<file path="config.mk">
export PLATFORM = sky130hd
export DESIGN_NAME = wdt_rst_cause
export DESIGN_NICKNAME = d
export VERILOG_FILES = /design/src/rtl/wdt_rc_pkg.sv /design/src/rtl/wdt_cfg_guard.sv /design/src/rtl/wdt_period_ctr.sv /design/src/rtl/wdt_pin_qual.sv /design/src/rtl/wdt_cause_reg.sv /design/src/rtl/wdt_rst_cause.sv
export SDC_FILE = /design/constraint.sdc
export NUM_CORES = 1
export LEC_CHECK = 0
export BUFFER_PORTS_ARGS = -buffer_cell sky130_fd_sc_hd__buf_2
export CAP_MARGIN = 15
export CORE_UTILIZATION = 48
export CTS_CLUSTER_SIZE = 8
export DETAILED_ROUTE_END_ITERATION = 10
export GPL_TIMING_DRIVEN = 0
export PLACE_DENSITY = 0.77
export RECOVER_POWER = 50
export SLEW_MARGIN = 0
export SYNTH_ARGS = -nofsm -noshare
export SYNTH_HDL_FRONTEND = slang
export SYNTH_SLANG_ARGS = --single-unit
</file>
<file path="constraint.sdc">
create_clock -name clk -period 2.4 [get_ports clk]
set_input_delay 0.24 -clock clk [delete_from_list [all_inputs] [get_ports clk]]
set_output_delay 0.24 -clock clk [all_outputs]
set_load 0.03 [all_outputs]
</file>
<file path="src/rtl/wdt_rc_pkg.sv">
package wdt_rc_pkg;
  localparam int CAUSE_W = 5;
  localparam int C_POR = 0;
  localparam int C_EXT = 1;
  localparam int C_BOR = 2;
  localparam int C_WDT = 3;
  localparam int C_DBG = 4;
endpackage

</file>
<file path="src/rtl/wdt_cfg_guard.sv">
// Protected enable/select settings with a self-closing change window.
module wdt_cfg_guard #(
  parameter int SEL_W   = 3,
  parameter int WIN_CYC = 4
) (
  input  logic             clk,
  input  logic             por_i,
  input  logic             we_i,
  input  logic             chg_i,
  input  logic             en_i,
  input  logic [SEL_W-1:0] sel_i,
  output logic             en_o,
  output logic [SEL_W-1:0] sel_o,
  output logic             open_o
);
  localparam int WIN_W = $clog2(WIN_CYC + 1);

  logic [WIN_W-1:0] win_q;
  logic             en_q;
  logic [SEL_W-1:0] sel_q;

  assign open_o = (win_q != '0);
  assign en_o   = en_q;
  assign sel_o  = sel_q;

  always_ff @(posedge clk or posedge por_i) begin
    if (por_i) begin
      win_q <= '0;
      en_q  <= 1'b0;
      sel_q <= '0;
    end else if (we_i && open_o) begin
      en_q  <= en_i;
      sel_q <= sel_i;
      win_q <= '0;
    end else if (we_i && chg_i) begin
      win_q <= WIN_CYC[WIN_W-1:0];
    end else if (open_o) begin
      win_q <= win_q - 1'b1;
    end
  end
endmodule

</file>
<file path="src/rtl/wdt_period_ctr.sv">
// Tick-driven watchdog count with power-of-two period select.
module wdt_period_ctr #(
  parameter int BASE_EXP = 14,
  parameter int SEL_W    = 3
) (
  input  logic             clk,
  input  logic             por_i,
  input  logic             tick_i,
  input  logic             en_i,
  input  logic [SEL_W-1:0] sel_i,
  input  logic             kick_i,
  input  logic             hold_i,
  output logic             pulse_o
);
  localparam int CNT_W = BASE_EXP + (1 << SEL_W) - 1;

  logic [CNT_W-1:0] cnt_q;
  logic [CNT_W-1:0] last;
  logic             fire;
  logic             pulse_q;

  assign last    = ~({CNT_W{1'b1}} << (BASE_EXP + int'(sel_i)));
  assign fire    = en_i && tick_i && (cnt_q == last);
  assign pulse_o = pulse_q;

  always_ff @(posedge clk or posedge por_i) begin
    if (por_i) begin
      cnt_q   <= '0;
      pulse_q <= 1'b0;
    end else begin
      pulse_q <= fire;
      if (!en_i || kick_i || hold_i || fire) cnt_q <= '0;
      else if (tick_i)                       cnt_q <= cnt_q + 1'b1;
    end
  end
endmodule

</file>
<file path="src/rtl/wdt_pin_qual.sv">
// Synchronises the external reset pin and qualifies a minimum low time.
module wdt_pin_qual #(
  parameter int MIN_LOW = 16
) (
  input  logic clk,
  input  logic por_i,
  input  logic pin_n_i,
  output logic active_o
);
  localparam int LW = $clog2(MIN_LOW + 1);

  logic          s1_q, s2_q;
  logic [LW-1:0] low_q;

  assign active_o = (low_q == MIN_LOW[LW-1:0]);

  always_ff @(posedge clk or posedge por_i) begin
    if (por_i) begin
      s1_q  <= 1'b1;
      s2_q  <= 1'b1;
      low_q <= '0;
    end else begin
      s1_q <= pin_n_i;
      s2_q <= s1_q;
      if (s2_q)          low_q <= '0;
      else if (!active_o) low_q <= low_q + 1'b1;
    end
  end
endmodule

</file>
<file path="src/rtl/wdt_cause_reg.sv">
// Sticky per-source reset flags; write 0 clears, a live source wins.
module wdt_cause_reg #(
  parameter int W = wdt_rc_pkg::CAUSE_W
) (
  input  logic         clk,
  input  logic         por_i,
  input  logic [W-1:0] set_i,
  input  logic         we_i,
  input  logic [W-1:0] wdata_i,
  output logic [W-1:0] cause_o
);
  for (genvar b = 0; b < W; b++) begin : g_flag
    localparam logic RST_VAL = (b == wdt_rc_pkg::C_POR);
    logic flag_q;
    always_ff @(posedge clk or posedge por_i) begin
      if (por_i) flag_q <= RST_VAL;
      else       flag_q <= set_i[b] | (flag_q & ~(we_i & ~wdata_i[b]));
    end
    assign cause_o[b] = flag_q;
  end
endmodule

</file>
<file path="src/rtl/wdt_rst_cause.sv">
module wdt_rst_cause
  import wdt_rc_pkg::*;
#(
  parameter int BASE_EXP = 14,
  parameter int SEL_W    = 3,
  parameter int MIN_LOW  = 16,
  parameter int WIN_CYC  = 4
) (
  input  logic               clk,
  input  logic               por_i,
  input  logic               bor_i,
  input  logic               dbg_rst_i,
  input  logic               ext_rst_n_i,
  input  logic               tick_i,
  input  logic               kick_i,
  input  logic               cfg_we_i,
  input  logic               cfg_chg_i,
  input  logic               cfg_en_i,
  input  logic [SEL_W-1:0]   cfg_sel_i,
  input  logic               cause_we_i,
  input  logic [CAUSE_W-1:0] cause_wdata_i,
  output logic               sys_rst_o,
  output logic [CAUSE_W-1:0] cause_o,
  output logic               wdt_en_o,
  output logic [SEL_W-1:0]   wdt_sel_o,
  output logic               chg_open_o
);
  logic               ext_active;
  logic               wdt_pulse;
  logic               other_rst;
  logic [CAUSE_W-1:0] cause_set;

  assign other_rst = ext_active | bor_i | dbg_rst_i;
  assign sys_rst_o = por_i | other_rst | wdt_pulse;

  always_comb begin
    cause_set        = '0;
    cause_set[C_EXT] = ext_active;
    cause_set[C_BOR] = bor_i;
    cause_set[C_WDT] = wdt_pulse;
    cause_set[C_DBG] = dbg_rst_i;
  end

  wdt_cfg_guard #(.SEL_W(SEL_W), .WIN_CYC(WIN_CYC)) u_guard (
    .clk(clk), .por_i(por_i), .we_i(cfg_we_i), .chg_i(cfg_chg_i),
    .en_i(cfg_en_i), .sel_i(cfg_sel_i),
    .en_o(wdt_en_o), .sel_o(wdt_sel_o), .open_o(chg_open_o)
  );

  wdt_period_ctr #(.BASE_EXP(BASE_EXP), .SEL_W(SEL_W)) u_ctr (
    .clk(clk), .por_i(por_i), .tick_i(tick_i), .en_i(wdt_en_o),
    .sel_i(wdt_sel_o), .kick_i(kick_i), .hold_i(other_rst),
    .pulse_o(wdt_pulse)
  );

  wdt_pin_qual #(.MIN_LOW(MIN_LOW)) u_pin (
    .clk(clk), .por_i(por_i), .pin_n_i(ext_rst_n_i), .active_o(ext_active)
  );

  wdt_cause_reg #(.W(CAUSE_W)) u_cause (
    .clk(clk), .por_i(por_i), .set_i(cause_set), .we_i(cause_we_i),
    .wdata_i(cause_wdata_i), .cause_o(cause_o)
  );
endmodule

</file>
==> out/qor.yml <==
cts:
  clkTransAtPathRegs_ps: 80
  clkSinkCount: 41
  cts_buffers: 5
  clock_latency_ps: 290
  cts_tree: "yes"
  cts_max_level: 2
  cts-root-buf: "clkbuf_8"
  max-clock-path-buffers: 2
final_layout:
  nFillCells: 375
  register_area_um2: 1031
  final_cell_count_no_fill: 298
  multi_input_area_um2: 1105
  nNetsFinal: 273
  drive_gt1_frac: 0.3537
  area_growth_pct: 17.06
  final_area_um2: 2576
  diodes: 0
setup_path:
  endpoint_kind: "register"
  crit_arrival_ps: 2520
  reg2reg_from: "u_guard.sel_o[1]"
  cp_common_cell: "buf_4"
  cp_max_fo: 8
  critPathKind: "register to register"
  crit_buf_inv: 3
  crit_slowest_cell: "or4_4"
  r2r-end: "u_ctr.cnt_q[4]"
  rrSetupSlack_ps: 60
  ff2ff_path_depth: 9
  required_ps: 2580
  critical_path.max_stage_delay_ps: 510
  critPathLaunchType: "register"
  crit_family: "simple AND/OR/NAND/NOR gates"
  crit_chain: "inv_2 > ha_4 > nor2_4 > xor2_1 > or4_4 > o41ai_4 > buf_4 > buf_4 > nor2_2"
die:
  fp.coreArea_um2: 4384
  num_rows: 24
  initial_core_util: 0.5020
  chipWidth_um: 69.72
  die_h_um: 69.72
  ioPinCount: 30
  die_area_um2: 4860
placed_design:
  gp_congestion: 0.7489
  port_buffers: 28
  placedCellCount: 284
  place_hpwl_um: 2534
  post_dp_cell_area_um2: 2406
synthesis:
  synthDistinctLibCells: 42
  synth_nets: 232
  synth_area_leader_cell: "dfrtp_1"
  synthArstFlopShare: 1.000
  ys_seq_area_frac: 0.4679
  syn_avg_cell_area_um2: 10.79
  synth_area_um2: 2201
  synth-seq-cells: 41
  syn_inst: 204
  synth_edf_count: 0
  synth_area_leaders: "dfrtp_1 (43%), xor2_1 (6.0%), nor2_2 (5.7%)"
  synth_top_cells_by_count: "dfrtp_1 (38), nor2_2 (20), xor2_1 (15)"
  synth_most_common_cell: "dfrtp_1"
  ys.flop_type: "dfrtp_1"
  synth_top_area_share: 0.4321
  yosysWarnings: 0
hold_path:
  min_to: "u_pin.s1_q"
  holdPathStages: 1
  min_path_type: "primary input to register"
  min_from: "ext_rst_n_i"
timing:
  setup_viol: 0
  hold_viol: 0
  slew_viol_final: 42
  slew_headroom: -0.01708
  fmax_mhz: 426.8
  finClkSkew_ps: 6.948
  period_share: 0.9764
  period_needed_ps: 2343
  tightest_slew_ps: 1524
drt:
  antenna_left: 0
  wl_per_cell_um: 12.21
  first_pass_iters: 5
  vias: 1524
  route.detailed.drc: 0
  routed_via_density: 5.114
  drtIter0Drc: 88
  routed_wl_um: 3640
power:
  ir_drop_mv: 0.3834
  internal_power_mw: 1.325
  sw_frac_of_total: 0.3476
  combPwrFrac: 0.382
  seqPwrFrac: 0.409
  powerDensity_nw_per_um2: 788.4
  power_leakage_nw: 1.150
  switching_power_uw: 706.0
  clkPwrFrac: 0.209
grt:
  antenna_found_initial: 0
  grt_use_total: 0.1596
  grt_overflow: 0
  grt_max_degree: 42
  grt_pass1_vias: 1440
  grt_pass1_wl_um: 6175
job:
  drv_cap: 1
outcome:
  status: "complete, but fails checks"
  violations: "max-capacitance violations, max-slew violations"
[layout make-up]
type | instances | area share
Buffer | 8 | 0.02525
Clock buffer | 7 | 0.02963
Clock inverter | 1 | 0.001943
Inverter | 9 | 0.01311
Multi-Input combinational cell | 146 | 0.4288
Sequential cell | 41 | 0.4002
Tap cell | 52 | 0.02525
Timing Repair Buffer | 34 | 0.07576
[timing repair]
| item | 4_1_cts | 5_1_grt |
|---|---|---|
| gates cloned | 0 | 2 |
| buffers inserted | 0 | 4 |
| pin swaps | 0 | 2 |
| hold buffers | 0 | 0 |
| endpoints found under the setup margin | 20 | 20 |
| gates resized for setup | 1 | 9 |
[power by group through the flow]
stage                     combinational, mW  sequential (mW)  clock, mW
after floorplan                       0.428            0.898          0
final                                 0.777            0.830      0.424
after CTS                             0.638            0.833      0.437
after global placement                0.619            0.842          0
after detailed placement              0.636            0.844          0
after global routing                  0.853            0.841      0.475
[layer usage]
| layer | wire [um] | vias to the layer above | track usage |
|---|---|---|---|
| met5 | 0 | - | 0 |
| met4 | 33 | 0 | 0.04000 |
| met3 | 156 | 5 | 0.05087 |
| met2 | 1736 | 30 | 0.2632 |
| met1 | 1714 | 711 | 0.2040 |
| li1 | - | 778 | - |
[worst reg2reg max path: stages (launching register included)]
cell and delay, ps:
dfrtp_2 470, inv_2 90, ha_4 160, nor2_4 50
xor2_1 130, or4_4 510, o41ai_4 420, buf_4 200
buf_4 160, nor2_2 50
[stage by stage]
step           hold slack [ps]  setup WS, ps  total power, mW  utilization  TNS [ps]
2_1_floorplan            244.5         43.63            1.326            -         0
3_3_place_gp             345.9         76.21            1.460       0.5488         0
3_5_place_dp             346.5         13.11            1.480       0.5488         0
4_1_cts                  37.97         33.98            1.908       0.5676         0
5_1_grt                  21.37        -22.38            2.168       0.5876    -106.3
6_report                 46.87         56.74            2.031       0.5876         0
[placed cells by master, fill, tap and decap left out, types with 2 or more instances in the layout]
master    netlist  routed
nor2_2         20      20
a21o_1          4       4
o31ai_1         3       3
and3_1          5       5
a21boi_0        2       2
nor3_1          2       2
dfstp_2         3       3
nor2b_1         2       2
nand2_1        10      10
buf_2           1      30
nand3_1        12      12
buf_4           5       9
nor4_1          4       3
ha_1            9       8
inv_1           9       8
nor2_1         11      10
nor4_2          1       2
clkbuf_1        0       2
nand2b_1        5       5
clkbuf_8        0       5
mux2_2          4       4
nand4_1         3       3
xor2_1         15      15
a21oi_1         2       2
dfrtp_1        38      37
xnor2_1        13      13
or3_1           2       2
mux2i_1         2       2
buf_6           2       2
[sequential cells by signal, indices dropped and copies added (netlist names)]
signal,cells
u_guard.sel_o,3
u_guard.win_q,3
u_ctr.pulse_o,1
u_pin.low_q,5
u_pin.s2_q,1
u_pin.s1_q,1
u_ctr.cnt_q,21
u_guard.en_o,1
u_cause.g_flag.flag_q,5
[kinds of logic after synthesis]
family / share of synthesized area
compound gates: 0.05742
xor+xnor: 0.1114
fa+ha+maj: 0.05117
buf+inv: 0.04491
flops: 0.4679
mux: 0.02956
simple gates: 0.2376
[worst max-delay path by stage]
stage / from / to / slack [ps] / depth (start not counted)
detailed placement: u_guard.sel_o[1] / u_ctr.cnt_q[17] / 10 / 8
global placement: u_guard.sel_o[1] / u_ctr.cnt_q[12] / 80 / 8
global route: u_guard.sel_o[2] / u_ctr.cnt_q[9] / -20 / 9
floorplan: u_guard.sel_o[1] / u_ctr.cnt_q[7] / 40 / 8
CTS: u_guard.sel_o[1] / u_ctr.cnt_q[17] / 30 / 8
finish: u_guard.sel_o[1] / u_ctr.cnt_q[4] / 60 / 9
(Power assumes the default switching activity.)
